`config.mk`:
```
export PLATFORM = sky130hd
export DESIGN_NAME = i2c_buffer_slave
export DESIGN_NICKNAME = d
export VERILOG_FILES = /design/src/rtl/ibs_pkg.sv /design/src/rtl/ibs_datapath.sv /design/src/rtl/ibs_ctrl.sv /design/src/rtl/i2c_buffer_slave.sv
export SDC_FILE = /design/constraint.sdc
export NUM_CORES = 1
export LEC_CHECK = 0
export BUFFER_PORTS_ARGS = -buffer_cell sky130_fd_sc_hd__buf_2
export CAP_MARGIN = 15
export CORE_MARGIN = 2
export CORE_UTILIZATION = 63
export DETAILED_ROUTE_END_ITERATION = 16
export PLACE_DENSITY_LB_ADDON = 0.2
export SLEW_MARGIN = 20
export SYNTH_ARGS = -nofsm -noshare
export SYNTH_HDL_FRONTEND = slang
export SYNTH_SLANG_ARGS = --single-unit
```
`constraint.sdc`:
```
create_clock -name clk -period 5.8 [get_ports clk]
set_input_delay 0.87 -clock clk [delete_from_list [all_inputs] [get_ports clk]]
set_output_delay 0.87 -clock clk [all_outputs]
set_load 0.005 [all_outputs]
```
`src/rtl/ibs_pkg.sv`:
```
package ibs_pkg;
  localparam int ADDR_W = 7;
  localparam int BYTE_W = 8;

  typedef enum logic [2:0] {
    ST_IDLE, ST_ADDR, ST_ADDR_ACK, ST_WR, ST_WR_ACK, ST_RD, ST_RD_ACK
  } busState_t;

  // strobes from control to datapath
  typedef struct packed {
    logic rxShift;     // shift sampled SDA into receive register
    logic setBase;     // pointer byte complete: load base and current pointer
    logic storeByte;   // data byte complete: write buffer, advance pointer
    logic curFromBase; // read transaction: current pointer restarts at base
    logic txLoad;      // fetch next byte to send, advance pointer
    logic txShift;     // move to next transmit bit
  } dpStrobe_t;
endpackage

```
`src/rtl/ibs_datapath.sv`:
```
module ibs_datapath
  import ibs_pkg::*;
#(
  parameter int DEPTH = 32,
  parameter logic [ADDR_W-1:0] RESET_ADDR = '0,
  localparam int PTR_W = $clog2(DEPTH)
) (
  input  logic              clk,
  input  logic              rstN,
  input  dpStrobe_t         strb,
  input  logic              sdaBit,
  input  logic              ownAddrWr,
  input  logic [ADDR_W-1:0] ownAddrWdata,
  output logic [BYTE_W-1:0] rxByte,
  output logic              txBit,
  output logic [ADDR_W-1:0] ownAddr
);
  logic [BYTE_W-1:0] rxReg;
  logic [BYTE_W-1:0] txReg;
  logic [PTR_W-1:0]  basePtr;
  logic [PTR_W-1:0]  curPtr;
  logic [BYTE_W-1:0] mem [DEPTH];
  logic [ADDR_W-1:0] addrReg;

  function automatic logic [PTR_W-1:0] nextPtr(input logic [PTR_W-1:0] p);
    if (p == PTR_W'(DEPTH - 1)) return '0;
    return p + 1'b1;
  endfunction

  always_ff @(posedge clk or negedge rstN) begin
    if (!rstN) addrReg <= RESET_ADDR;
    else if (ownAddrWr) addrReg <= ownAddrWdata;
  end

  always_ff @(posedge clk or negedge rstN) begin
    if (!rstN) begin
      rxReg   <= '0;
      txReg   <= '1;
      basePtr <= '0;
      curPtr  <= '0;
    end else begin
      if (strb.rxShift) rxReg <= {rxReg[BYTE_W-2:0], sdaBit};
      if (strb.setBase) begin
        basePtr <= rxReg[PTR_W-1:0];
        curPtr  <= rxReg[PTR_W-1:0];
      end
      if (strb.storeByte) curPtr <= nextPtr(curPtr);
      if (strb.curFromBase) curPtr <= basePtr;
      if (strb.txLoad) begin
        txReg  <= mem[curPtr];
        curPtr <= nextPtr(curPtr);
      end else if (strb.txShift) begin
        txReg <= {txReg[BYTE_W-2:0], 1'b1};
      end
    end
  end

  always_ff @(posedge clk) begin
    if (strb.storeByte) mem[curPtr] <= rxReg;
  end

  assign rxByte  = rxReg;
  assign txBit   = txReg[BYTE_W-1];
  assign ownAddr = addrReg;

  // at most one pointer-moving strobe per cycle
  AST_STROBE_EXCLUSIVE: assert property (@(posedge clk) disable iff (!rstN)
    $onehot0({strb.setBase, strb.storeByte, strb.curFromBase, strb.txLoad}));
  // a read fetch never happens in the same cycle as a base update
  AST_READ_KEEPS_BASE: assert property (@(posedge clk) disable iff (!rstN)
    strb.txLoad |=> $stable(basePtr));
endmodule

```
`src/rtl/ibs_ctrl.sv`:
```
module ibs_ctrl
  import ibs_pkg::*;
#(
  parameter int SYNC_STAGES = 2
) (
  input  logic              clk,
  input  logic              rstN,
  input  logic              sclIn,
  input  logic              sdaIn,
  input  logic [BYTE_W-1:0] rxByte,
  input  logic              txBit,
  input  logic [ADDR_W-1:0] ownAddr,
  output dpStrobe_t         strb,
  output logic              sdaBit,
  output logic              sdaOe,
  output logic              busy,
  output logic              dirRead
);
  logic [SYNC_STAGES:0] sclPipe;
  logic [SYNC_STAGES:0] sdaPipe;
  logic sclS, sclPrev, sdaS, sdaPrev;
  logic sclRise, sclFall, startDet, stopDet, busEvent;
  logic addrMatch, byteDone;
  busState_t state;
  logic [3:0] bitCnt;
  logic firstByte;
  logic mAck;
  logic busyR, dirR;

  always_ff @(posedge clk or negedge rstN) begin
    if (!rstN) begin
      sclPipe <= '1;
      sdaPipe <= '1;
    end else begin
      sclPipe <= {sclPipe[SYNC_STAGES-1:0], sclIn};
      sdaPipe <= {sdaPipe[SYNC_STAGES-1:0], sdaIn};
    end
  end

  assign sclS     = sclPipe[SYNC_STAGES-1];
  assign sclPrev  = sclPipe[SYNC_STAGES];
  assign sdaS     = sdaPipe[SYNC_STAGES-1];
  assign sdaPrev  = sdaPipe[SYNC_STAGES];
  assign sclRise  = sclS && !sclPrev;
  assign sclFall  = !sclS && sclPrev;
  assign startDet = sclS && sclPrev && sdaPrev && !sdaS;
  assign stopDet  = sclS && sclPrev && !sdaPrev && sdaS;
  assign busEvent = startDet || stopDet;
  assign addrMatch = (rxByte[BYTE_W-1:1] == ownAddr);
  assign byteDone  = sclFall && (bitCnt == 4'd8);
  assign sdaBit    = sdaS;

  always_ff @(posedge clk or negedge rstN) begin
    if (!rstN) begin
      state     <= ST_IDLE;
      bitCnt    <= '0;
      firstByte <= 1'b0;
      mAck      <= 1'b0;
      busyR     <= 1'b0;
      dirR      <= 1'b0;
    end else if (startDet) begin
      state  <= ST_ADDR;
      bitCnt <= '0;
    end else if (stopDet) begin
      state <= ST_IDLE;
      busyR <= 1'b0;
      dirR  <= 1'b0;
    end else begin
      unique case (state)
        ST_IDLE: ;
        ST_ADDR: begin
          if (sclRise) bitCnt <= bitCnt + 1'b1;
          if (byteDone) begin
            if (addrMatch) begin
              state     <= ST_ADDR_ACK;
              busyR     <= 1'b1;
              dirR      <= rxByte[0];
              firstByte <= 1'b1;
            end else begin
              state <= ST_IDLE;
            end
          end
        end
        ST_ADDR_ACK: if (sclFall) begin
          bitCnt <= '0;
          state  <= dirR ? ST_RD : ST_WR;
        end
        ST_WR: begin
          if (sclRise) bitCnt <= bitCnt + 1'b1;
          if (byteDone) begin
            state     <= ST_WR_ACK;
            firstByte <= 1'b0;
          end
        end
        ST_WR_ACK: if (sclFall) begin
          bitCnt <= '0;
          state  <= ST_WR;
        end
        ST_RD: if (sclFall) begin
          if (bitCnt == 4'd7) begin
            bitCnt <= '0;
            state  <= ST_RD_ACK;
          end else begin
            bitCnt <= bitCnt + 1'b1;
          end
        end
        ST_RD_ACK: begin
          if (sclRise) mAck <= !sdaS;
          if (sclFall) state <= mAck ? ST_RD : ST_IDLE;
        end
        default: state <= ST_IDLE;
      endcase
    end
  end

  always_comb begin
    strb = '0;
    if (!busEvent) begin
      strb.rxShift     = sclRise && (state == ST_ADDR || state == ST_WR);
      strb.setBase     = (state == ST_WR) && byteDone && firstByte;
      strb.storeByte   = (state == ST_WR) && byteDone && !firstByte;
      strb.curFromBase = (state == ST_ADDR) && byteDone && addrMatch && rxByte[0];
      strb.txLoad      = sclFall && ((state == ST_ADDR_ACK && dirR) ||
                                     (state == ST_RD_ACK && mAck));
      strb.txShift     = (state == ST_RD) && sclFall && (bitCnt != 4'd7);
    end
  end

  always_comb begin
    unique case (state)
      ST_ADDR_ACK, ST_WR_ACK: sdaOe = 1'b1;
      ST_RD:                  sdaOe = !txBit;
      default:                sdaOe = 1'b0;
    endcase
  end

  assign busy    = busyR;
  assign dirRead = dirR;

  AST_OE_CHANGES_SCL_LOW: assert property (@(posedge clk) disable iff (!rstN)
    (sdaOe != $past(sdaOe)) |-> !sclS);
  AST_DRIVE_ONLY_BUSY: assert property (@(posedge clk) disable iff (!rstN)
    sdaOe |-> busy);
  AST_BUSY_ON_MATCH: assert property (@(posedge clk) disable iff (!rstN)
    (state == ST_ADDR && byteDone && addrMatch && !busEvent) |=> busy);
  AST_BUSY_CLEAR_STOP: assert property (@(posedge clk) disable iff (!rstN)
    stopDet |=> !busy);
  AST_NACK_RELEASE: assert property (@(posedge clk) disable iff (!rstN)
    (state == ST_RD_ACK && sclFall && !mAck && !busEvent) |=> !sdaOe);
endmodule

```
`src/rtl/i2c_buffer_slave.sv`:
```
module i2c_buffer_slave
  import ibs_pkg::*;
#(
  parameter int DEPTH = 32,
  parameter int SYNC_STAGES = 2,
  parameter logic [6:0] RESET_ADDR = 7'h00
) (
  input  logic       clk,
  input  logic       rstN,
  input  logic       sclIn,
  input  logic       sdaIn,
  output logic       sdaOe,
  input  logic       ownAddrWr,
  input  logic [6:0] ownAddrWdata,
  output logic [6:0] ownAddr,
  output logic       busy,
  output logic       dirRead
);
  dpStrobe_t strb;
  logic [BYTE_W-1:0] rxByte;
  logic txBit;
  logic sdaBit;

  ibs_ctrl #(.SYNC_STAGES(SYNC_STAGES)) u_ctrl (
    .clk(clk), .rstN(rstN), .sclIn(sclIn), .sdaIn(sdaIn),
    .rxByte(rxByte), .txBit(txBit), .ownAddr(ownAddr),
    .strb(strb), .sdaBit(sdaBit), .sdaOe(sdaOe),
    .busy(busy), .dirRead(dirRead)
  );

  ibs_datapath #(.DEPTH(DEPTH), .RESET_ADDR(RESET_ADDR)) u_dp (
    .clk(clk), .rstN(rstN), .strb(strb), .sdaBit(sdaBit),
    .ownAddrWr(ownAddrWr), .ownAddrWdata(ownAddrWdata),
    .rxByte(rxByte), .txBit(txBit), .ownAddr(ownAddr)
  );
endmodule

```
==> results.ini, run 1 <==
[synthesis]
synth.distinct_cells = 63
yosysTopAreaCellShare_pct = 60.8
synthTopCellsByCount = 256 x edfxtp_1, 91 x mux2i_1, 39 x nor2_1
yosysSeqAreaShare_pct = 70.9
synthesis.nets = 795
syn_area_um2 = 12600
ys.flop_type = edfxtp_1
async_flop_share_pct = 16.3
avgSynthCellArea_um2 = 16.3
synth_seq_cells = 306
synth_cells = 776
synth_edf_count = 256
yosys.area.top_type = edfxtp_1
synth.most_common_cell = edfxtp_1
yosysWarnings = 0
synth_area_leaders = edfxtp_1 61%, mux2i_1 7.2%, dfrtp_1 7.1%

[routing]
drtIter0Drc = 831
antenna_left = 0
firstDrtPassIters = 5
wire_per_inst_um = 24.3
drt_wl_total_um = 26400
vias_per_cell = 6.49
dr_total_vias = 7042
post-route-drc-count = 0

[place]
dp_hpwl_um = 16400
gp_congestion = 0.917
placed_cell_area_um2 = 12900
port-buffer-count = 21

[setup_path]
r2r_slack_ns = 2.88
timing.rr.start = u_dp.curPtr[1]$_DFFE_PN0P_
endpoint_kind = flip-flop
cp_max_fo = 49
startpoint_type = flip-flop
r2r_cells = 6
critPathKind = flip-flop to flip-flop
required_ns = 6.27
critPathArrivalTime_ns = 3.39
r2r-end = u_dp.txReg[1]$_DFFE_PN1P_

[global_route]
use_met2_pct = 39.8
grt_pass1_vias = 7039
grt_busiest_layer = met2
grt_use_total_pct = 25.1
overflow = 0
grt_pass1_wl_um = 40900
gr-usage-met1_pct = 36.3
grt_max_degree = 51
grt_use_met3_pct = 3.82
antenna_found_initial = 0

[clock_network]
clock_latency_ns = 0.55
cts_made_buffers = 30
clock_sinks = 306
htreeDepth = 1
cts_tree = built
clk_path_buf_depth = 3
cts_resized = 0
clockRootBuffer = clkbuf_16
cts_setup_buffers = 0
path_clk_slew_ns = 0.07
hold_buffers = 0

[worst_hold_path]
hold_depth = 0
hold_start = u_ctrl.sdaPipe[0]$_DFF_PN1_
hold_class = flip-flop to flip-flop
worstHoldEndpoint = u_ctrl.sdaPipe[1]$_DFF_PN1_

[layout]
final_nets = 816
design_area_um2 = 13900
area_delta_synth_final_pct = 10.1
final_layout_size_suffix_gt1_share_pct = 17.6
diodes = 0
fillers = 1244

[timing]
maxSlewHeadroom_pct = 37.8
worstMarginPinSlew_ns = 0.929
max_freq_ghz = 0.342
fin_crit_sh_pct = 50.4
hold_viol = 0
finalCriticalPeriod_ns = 2.92
setup_viol = 0
rsz0062_at_grt = no
drv_slew = 0
fin_setup_tns_ns = 0
fin_skew_ns = 0.00987

[die]
rows = 51
chipHeight_um = 146
die_w_um = 146
core-area_um2 = 19600
initial_core_util_pct = 64.5
dieArea_um2 = 21200
ios = 22

[job]
max_cap_viol_count = 0

[status]
status = finished, final reports clean

[power_and_ir_drop]
irDropWorstVdd_uv = 449
power_leakage_nw = 4.51
power.density_nw_per_um2 = 363

[state kept, by name (all words and copies together), names as in the netlist]
register	count
u_ctrl.mAck	1
u_ctrl.bitCnt	4
u_ctrl.dirRead	1
u_dp.txReg	8
u_ctrl.sdaPipe	3
u_ctrl.firstByte	1
u_ctrl.busy	1
u_dp.basePtr	5
u_dp.ownAddr	7
u_ctrl.state	3
u_dp.mem	256
u_dp.rxByte	8
u_dp.curPtr	5
u_ctrl.sclPipe	3
[final cells by class]
class                           instances  area, µm²  share of cell area [%]
Clock buffer                           37        798                    5.74
Inverter                                8       30.0                   0.216
Clock inverter                         18        178                    1.28
Tap cell                              265        332                    2.38
Sequential cell                       306       8960                    64.4
Multi-Input combinational cell        419       3430                    24.6
Timing Repair Buffer                   32        188                    1.35
[layer usage]
metal,up-vias,share of wire (%)
li1,3109,-
met1,3564,42
met2,315,48
met3,54,7.3
met4,0,2.9
met5,-,0
[cell families after synthesis]
group | Yosys count | share of synthesized area [%]
flip-flops | 306 | 70.9
adder cells (fa/ha/maj) | 7 | 0.693
AND/OR/NAND/NOR | 156 | 6.94
multiplexers | 130 | 12.6
AO/OA/AOI/OAI | 115 | 6.08
XOR/XNOR | 11 | 0.762
buffers and inverters | 51 | 2.00
[critical path, stage by stage (launching register included)]
cell	delay, ns
dfrtp_4	0.65
buf_4	0.73
mux2i_1	0.31
o22ai_1	0.13
nor4_1	0.60
a31oi_1	0.19
o21bai_1	0.19
[power by group]
part	internal, W	switching, W	total (W)	leakage, nW
clock network	0.00111	0.000806	0.00192	0.466
logic	0.0000941	0.000281	0.000375	1.12
registers	0.00265	0.000109	0.00276	2.92
[how the worst max path moves through the flow]
stage / startpoint / end / slack (ns) / depth (start not counted)
5_1_grt: u_dp.curPtr[0]$_DFFE_PN0P_ / u_dp.mem[11][2]$_DFFE_PP_ / 2.74 / 4
3_5_place_dp: u_dp.curPtr[1]$_DFFE_PN0P_ / u_dp.txReg[1]$_DFFE_PN1P_ / 2.96 / 6
3_3_place_gp: u_dp.curPtr[1]$_DFFE_PN0P_ / u_dp.txReg[1]$_DFFE_PN1P_ / 2.95 / 6
4_1_cts: u_dp.curPtr[1]$_DFFE_PN0P_ / u_dp.txReg[1]$_DFFE_PN1P_ / 2.94 / 6
2_1_floorplan: u_ctrl.bitCnt[0]$_DFFE_PN0P_ / u_dp.mem[27][0]$_DFFE_PP_ / 3.63 / 7
6_report: u_dp.curPtr[1]$_DFFE_PN0P_ / u_dp.txReg[1]$_DFFE_PN1P_ / 2.88 / 6
[stage by stage]
step	hold slack [ns]	cells	utilization [%]	power, W	setup slack [ns]
floorplan	0.345	776	-	0.00294	3.63
CTS	0.359	1085	71.0	0.00507	2.94
finish	0.358	1085	71.0	0.00505	2.88
detailed placement	0.351	1030	66.0	0.00318	2.96
global placement	0.350	1030	66.0	0.00315	2.95
global route	0.364	1085	71.0	0.00521	2.74
[placed cells by master, fill, tap and decap left out, drive strengths merged, types with 11 or more instances in the layout]
| cell | n |
|---|---|
| a22oi | 11 |
| buf | 32 |
| clkbuf | 37 |
| clkinv | 11 |
| dfrtp | 36 |
| dfstp | 14 |
| edfxtp | 256 |
| mux2 | 17 |
| mux2i | 91 |
| mux4 | 22 |
| nand2 | 36 |
| nor2 | 39 |
| o21ai | 21 |
| o22ai | 35 |
No activity file was read; power rests on OpenSTA's default activity.
==> inputs of run 2 (changes only) <==
Settings changed: ABC_AREA from default to 1.
Clock period 5.8 ns to 2.84 ns, I/O delays scaled along.
==> results.ini, run 2 <==
[die]
core-area_um2 = 20200  ; +3.3%
die_w_um = 148  ; +1.5%
dieArea_um2 = 21800  ; +3.0%
ios = 22  ; unchanged
chipHeight_um = 148  ; +1.5%
rows = 52  ; +2.0%
initial_core_util_pct = 64.4  ; -0.13 points

[setup_path]
startpoint_type = flip-flop
r2r-end = u_dp.mem[6][6]$_DFFE_PP_
critPathKind = flip-flop to flip-flop
r2r_cells = 8  ; +2
critPathArrivalTime_ns = 2.97  ; -0.42 ns
timing.rr.start = u_ctrl.bitCnt[0]$_DFFE_PN0P_
required_ns = 3.02  ; -3.25 ns
r2r_slack_ns = 0.05  ; -2.83 ns
cp_max_fo = 10  ; -80%
endpoint_kind = flip-flop

[layout]
diodes = 0  ; unchanged
final_nets = 1279  ; +57%
layout_commonest_cell = edfxtp_1
final_cell_mix = 256 x edfxtp_1, 240 x nand2_1, 226 x nor2_1, 124 x o21ai_0, 66 x nand3_1
area_delta_synth_final_pct = 11.2
final_layout_size_suffix_gt1_share_pct = 11.9  ; -5.6 points
top_register = u_dp.mem
post-route-util_pct = 71.6  ; +0.58 points
final_cell_count_no_fill = 1552  ; +43%
largest_reg_flops = 256  ; unchanged
design_area_um2 = 14500  ; +4.1%

[clock_network]
clock_latency_ns = 0.55  ; about the same
cts_setup_buffers = 0  ; unchanged
clk_path_buf_depth = 3  ; unchanged
htreeDepth = 1  ; unchanged
path_clk_slew_ns = 0.06  ; about the same
clock_sinks = 306  ; unchanged
clockRootBuffer = clkbuf_16
cts_tree = built
cts_made_buffers = 29  ; -3.3%

[routing]
dr_total_vias = 8973  ; +27%
firstDrtPassIters = 5  ; unchanged
vias_per_cell = 5.78  ; -11%
drtIter0Drc = 953  ; +15%
antenna_left = 0  ; unchanged
post-route-drc-count = 0  ; unchanged
wire_per_inst_um = 19.1  ; -21%
drt_wl_total_um = 29700  ; +13%

[synthesis]
yosysSeqAreaShare_pct = 68.8  ; -2.1 points
yosysWarnings = 0  ; unchanged
synthTopCellsByCount = 256 x edfxtp_1, 240 x nand2_1, 227 x nor2_1
synthesis.nets = 1225  ; +54%
yosysTopAreaCellShare_pct = 59.0  ; -1.8 points
avgSynthCellArea_um2 = 10.8  ; -34%
yosys.area.top_type = edfxtp_1
ys.flop_type = edfxtp_1
synth.most_common_cell = edfxtp_1
synth_edf_count = 256  ; unchanged
synth.distinct_cells = 32  ; -49%
synth_seq_cells = 306  ; unchanged
synth_cells = 1206  ; +55%
async_flop_share_pct = 16.3  ; unchanged
synth_area_leaders = edfxtp_1 59%, dfrtp_1 6.9%, nand2_1 6.9%
syn_area_um2 = 13000  ; +3.1%

[global_route]
antenna_found_initial = 0  ; unchanged
grt_max_degree = 73  ; +43%
grt_pass1_vias = 8466  ; +20%
grt_use_total_pct = 27.6  ; +2.4 points
overflow = 0  ; unchanged
grt_pass1_wl_um = 45900  ; +12%

[status]
status = finished, final reports clean

[worst_hold_path]
hold_start = ownAddrWdata[1]
hold_depth = 3  ; +3
worstHoldEndpoint = u_dp.ownAddr[1]$_DFFE_PN0P_
hold_class = input port to flip-flop

[timing]
max_freq_ghz = 0.358  ; +4.6%
drv_slew = 0  ; unchanged
fin_crit_sh_pct = 98.3  ; +48 points
setup_viol = 0  ; unchanged
rsz0062_at_grt = yes
maxSlewHeadroom_pct = 50.1  ; +12 points
finalCriticalPeriod_ns = 2.79  ; -0.130 ns
hold_viol = 0  ; unchanged
worstMarginPinSlew_ns = 0.747  ; -0.182 ns
fin_skew_ns = 0.0141  ; +0.00421 ns
fin_setup_tns_ns = 0  ; unchanged

[place]
placed_cell_area_um2 = 13500  ; +4.7%
dp_hpwl_um = 18600  ; +13%
dp_cells = 1496  ; +45%
port-buffer-count = 21  ; unchanged
gp_congestion = 0.875  ; -4.5%

[power_and_ir_drop]
power_leakage_nw = 5.54  ; +23%
power.density_nw_per_um2 = 627  ; +73%
irDropWorstVdd_uv = 535  ; +19%

[job]
max_cap_viol_count = 0  ; unchanged

## run 2: changes by cell type after synthesis, sizes merged, moves of 59 or more
| cell | previous run | this run |
|---|---|---|
| mux2i | 91 | 0 |
| nand3 | 9 | 68 |
| o21ai | 21 | 173 |
| inv | 8 | 71 |
| nor2 | 39 | 233 |
| nand2 | 36 | 244 |
## run 2: how the worst max path moves through the flow
| stage | startpoint | end | slack, ns | cells after the start |
|---|---|---|---|---|
| after global placement | u_ctrl.bitCnt[0]$_DFFE_PN0P_ | u_dp.mem[30][7]$_DFFE_PP_ | 0.25 | 8 |
| after CTS | u_ctrl.bitCnt[0]$_DFFE_PN0P_ | u_dp.mem[14][7]$_DFFE_PP_ | 0.10 | 8 |
| after floorplan | u_ctrl.bitCnt[0]$_DFFE_PN0P_ | u_dp.mem[12][0]$_DFFE_PP_ | 0.77 | 8 |
| after global routing | u_ctrl.bitCnt[0]$_DFFE_PN0P_ | u_dp.mem[6][6]$_DFFE_PP_ | -0.07 | 8 |
| after detailed placement | u_ctrl.bitCnt[0]$_DFFE_PN0P_ | u_dp.mem[6][3]$_DFFE_PP_ | 0.16 | 8 |
| final | u_ctrl.bitCnt[0]$_DFFE_PN0P_ | u_dp.mem[6][6]$_DFFE_PP_ | 0.05 | 8 |
## run 2: timing repair
item / 4_1_cts / 5_1_grt
endpoints found under the hold margin: 12 / 0
hold buffers: 3 / 0
setup endpoints to repair: 0 / 64
gates resized for setup: 0 / 1
## run 2: layer usage
| layer | part of all wire (%) | vias to the layer above | track usage (%) |
|---|---|---|---|
| met1 | 41 | 4267 | 39.2 |
| met2 | 48 | 407 | 45.1 |
| met5 | 0 | - | 0 |
| li1 | - | 4238 | - |
| met3 | 8.2 | 61 | 4.10 |
| met4 | 2.7 | 0 | 8.13 |
## run 2: power by group
part           switching (W)  internal (W)  total, W  leakage, nW
sequential         0.0000451       0.00497   0.00501         2.98
clock                0.00159       0.00211   0.00370        0.448
combinational       0.000277     0.0000900  0.000367         2.11
## run 2: per-stage QoR
step	total power [W]	hold slack [ns]	setup slack (ns)
2_1_floorplan	0.00528	0.130	0.774
3_3_place_gp	0.00545	0.346	0.245
3_5_place_dp	0.00546	0.350	0.159
4_1_cts	0.00912	0.0664	0.104
5_1_grt	0.00930	0.0880	-0.0715
6_report	0.00908	0.0792	0.0469
## run 2: cell families (layout without fill, tap and decap cells)
family          Yosys count  count (layout)  synth area share, %
fa+ha+maj                 7               7                0.672
mux                       1               1               0.0864
simple gates            568             568                 18.1
buf+inv                 122             198                 4.34
compound gates          200             200                 7.93
xor+xnor                  2               2                0.135
flops                   306             306                 68.8
## run 2: critical path, cell delays in order (launching register included)
cell and delay, ns:
dfrtp_1 0.40, inv_1 0.11, ha_1 0.20, nand3_1 0.11
nor2_1 0.18, nand2_2 0.16, nor2_4 0.22, nand2_1 0.38
nor2_1 0.67
## run 2: cell type report
class	instances	area [µm²]
inverters	72	272
flip-flops and latches	306	8960
well taps	270	338
clock buffers	37	776
clock inverters	16	135
multi-input cells	778	3510
fillers	1442	5740
repair buffers	73	503
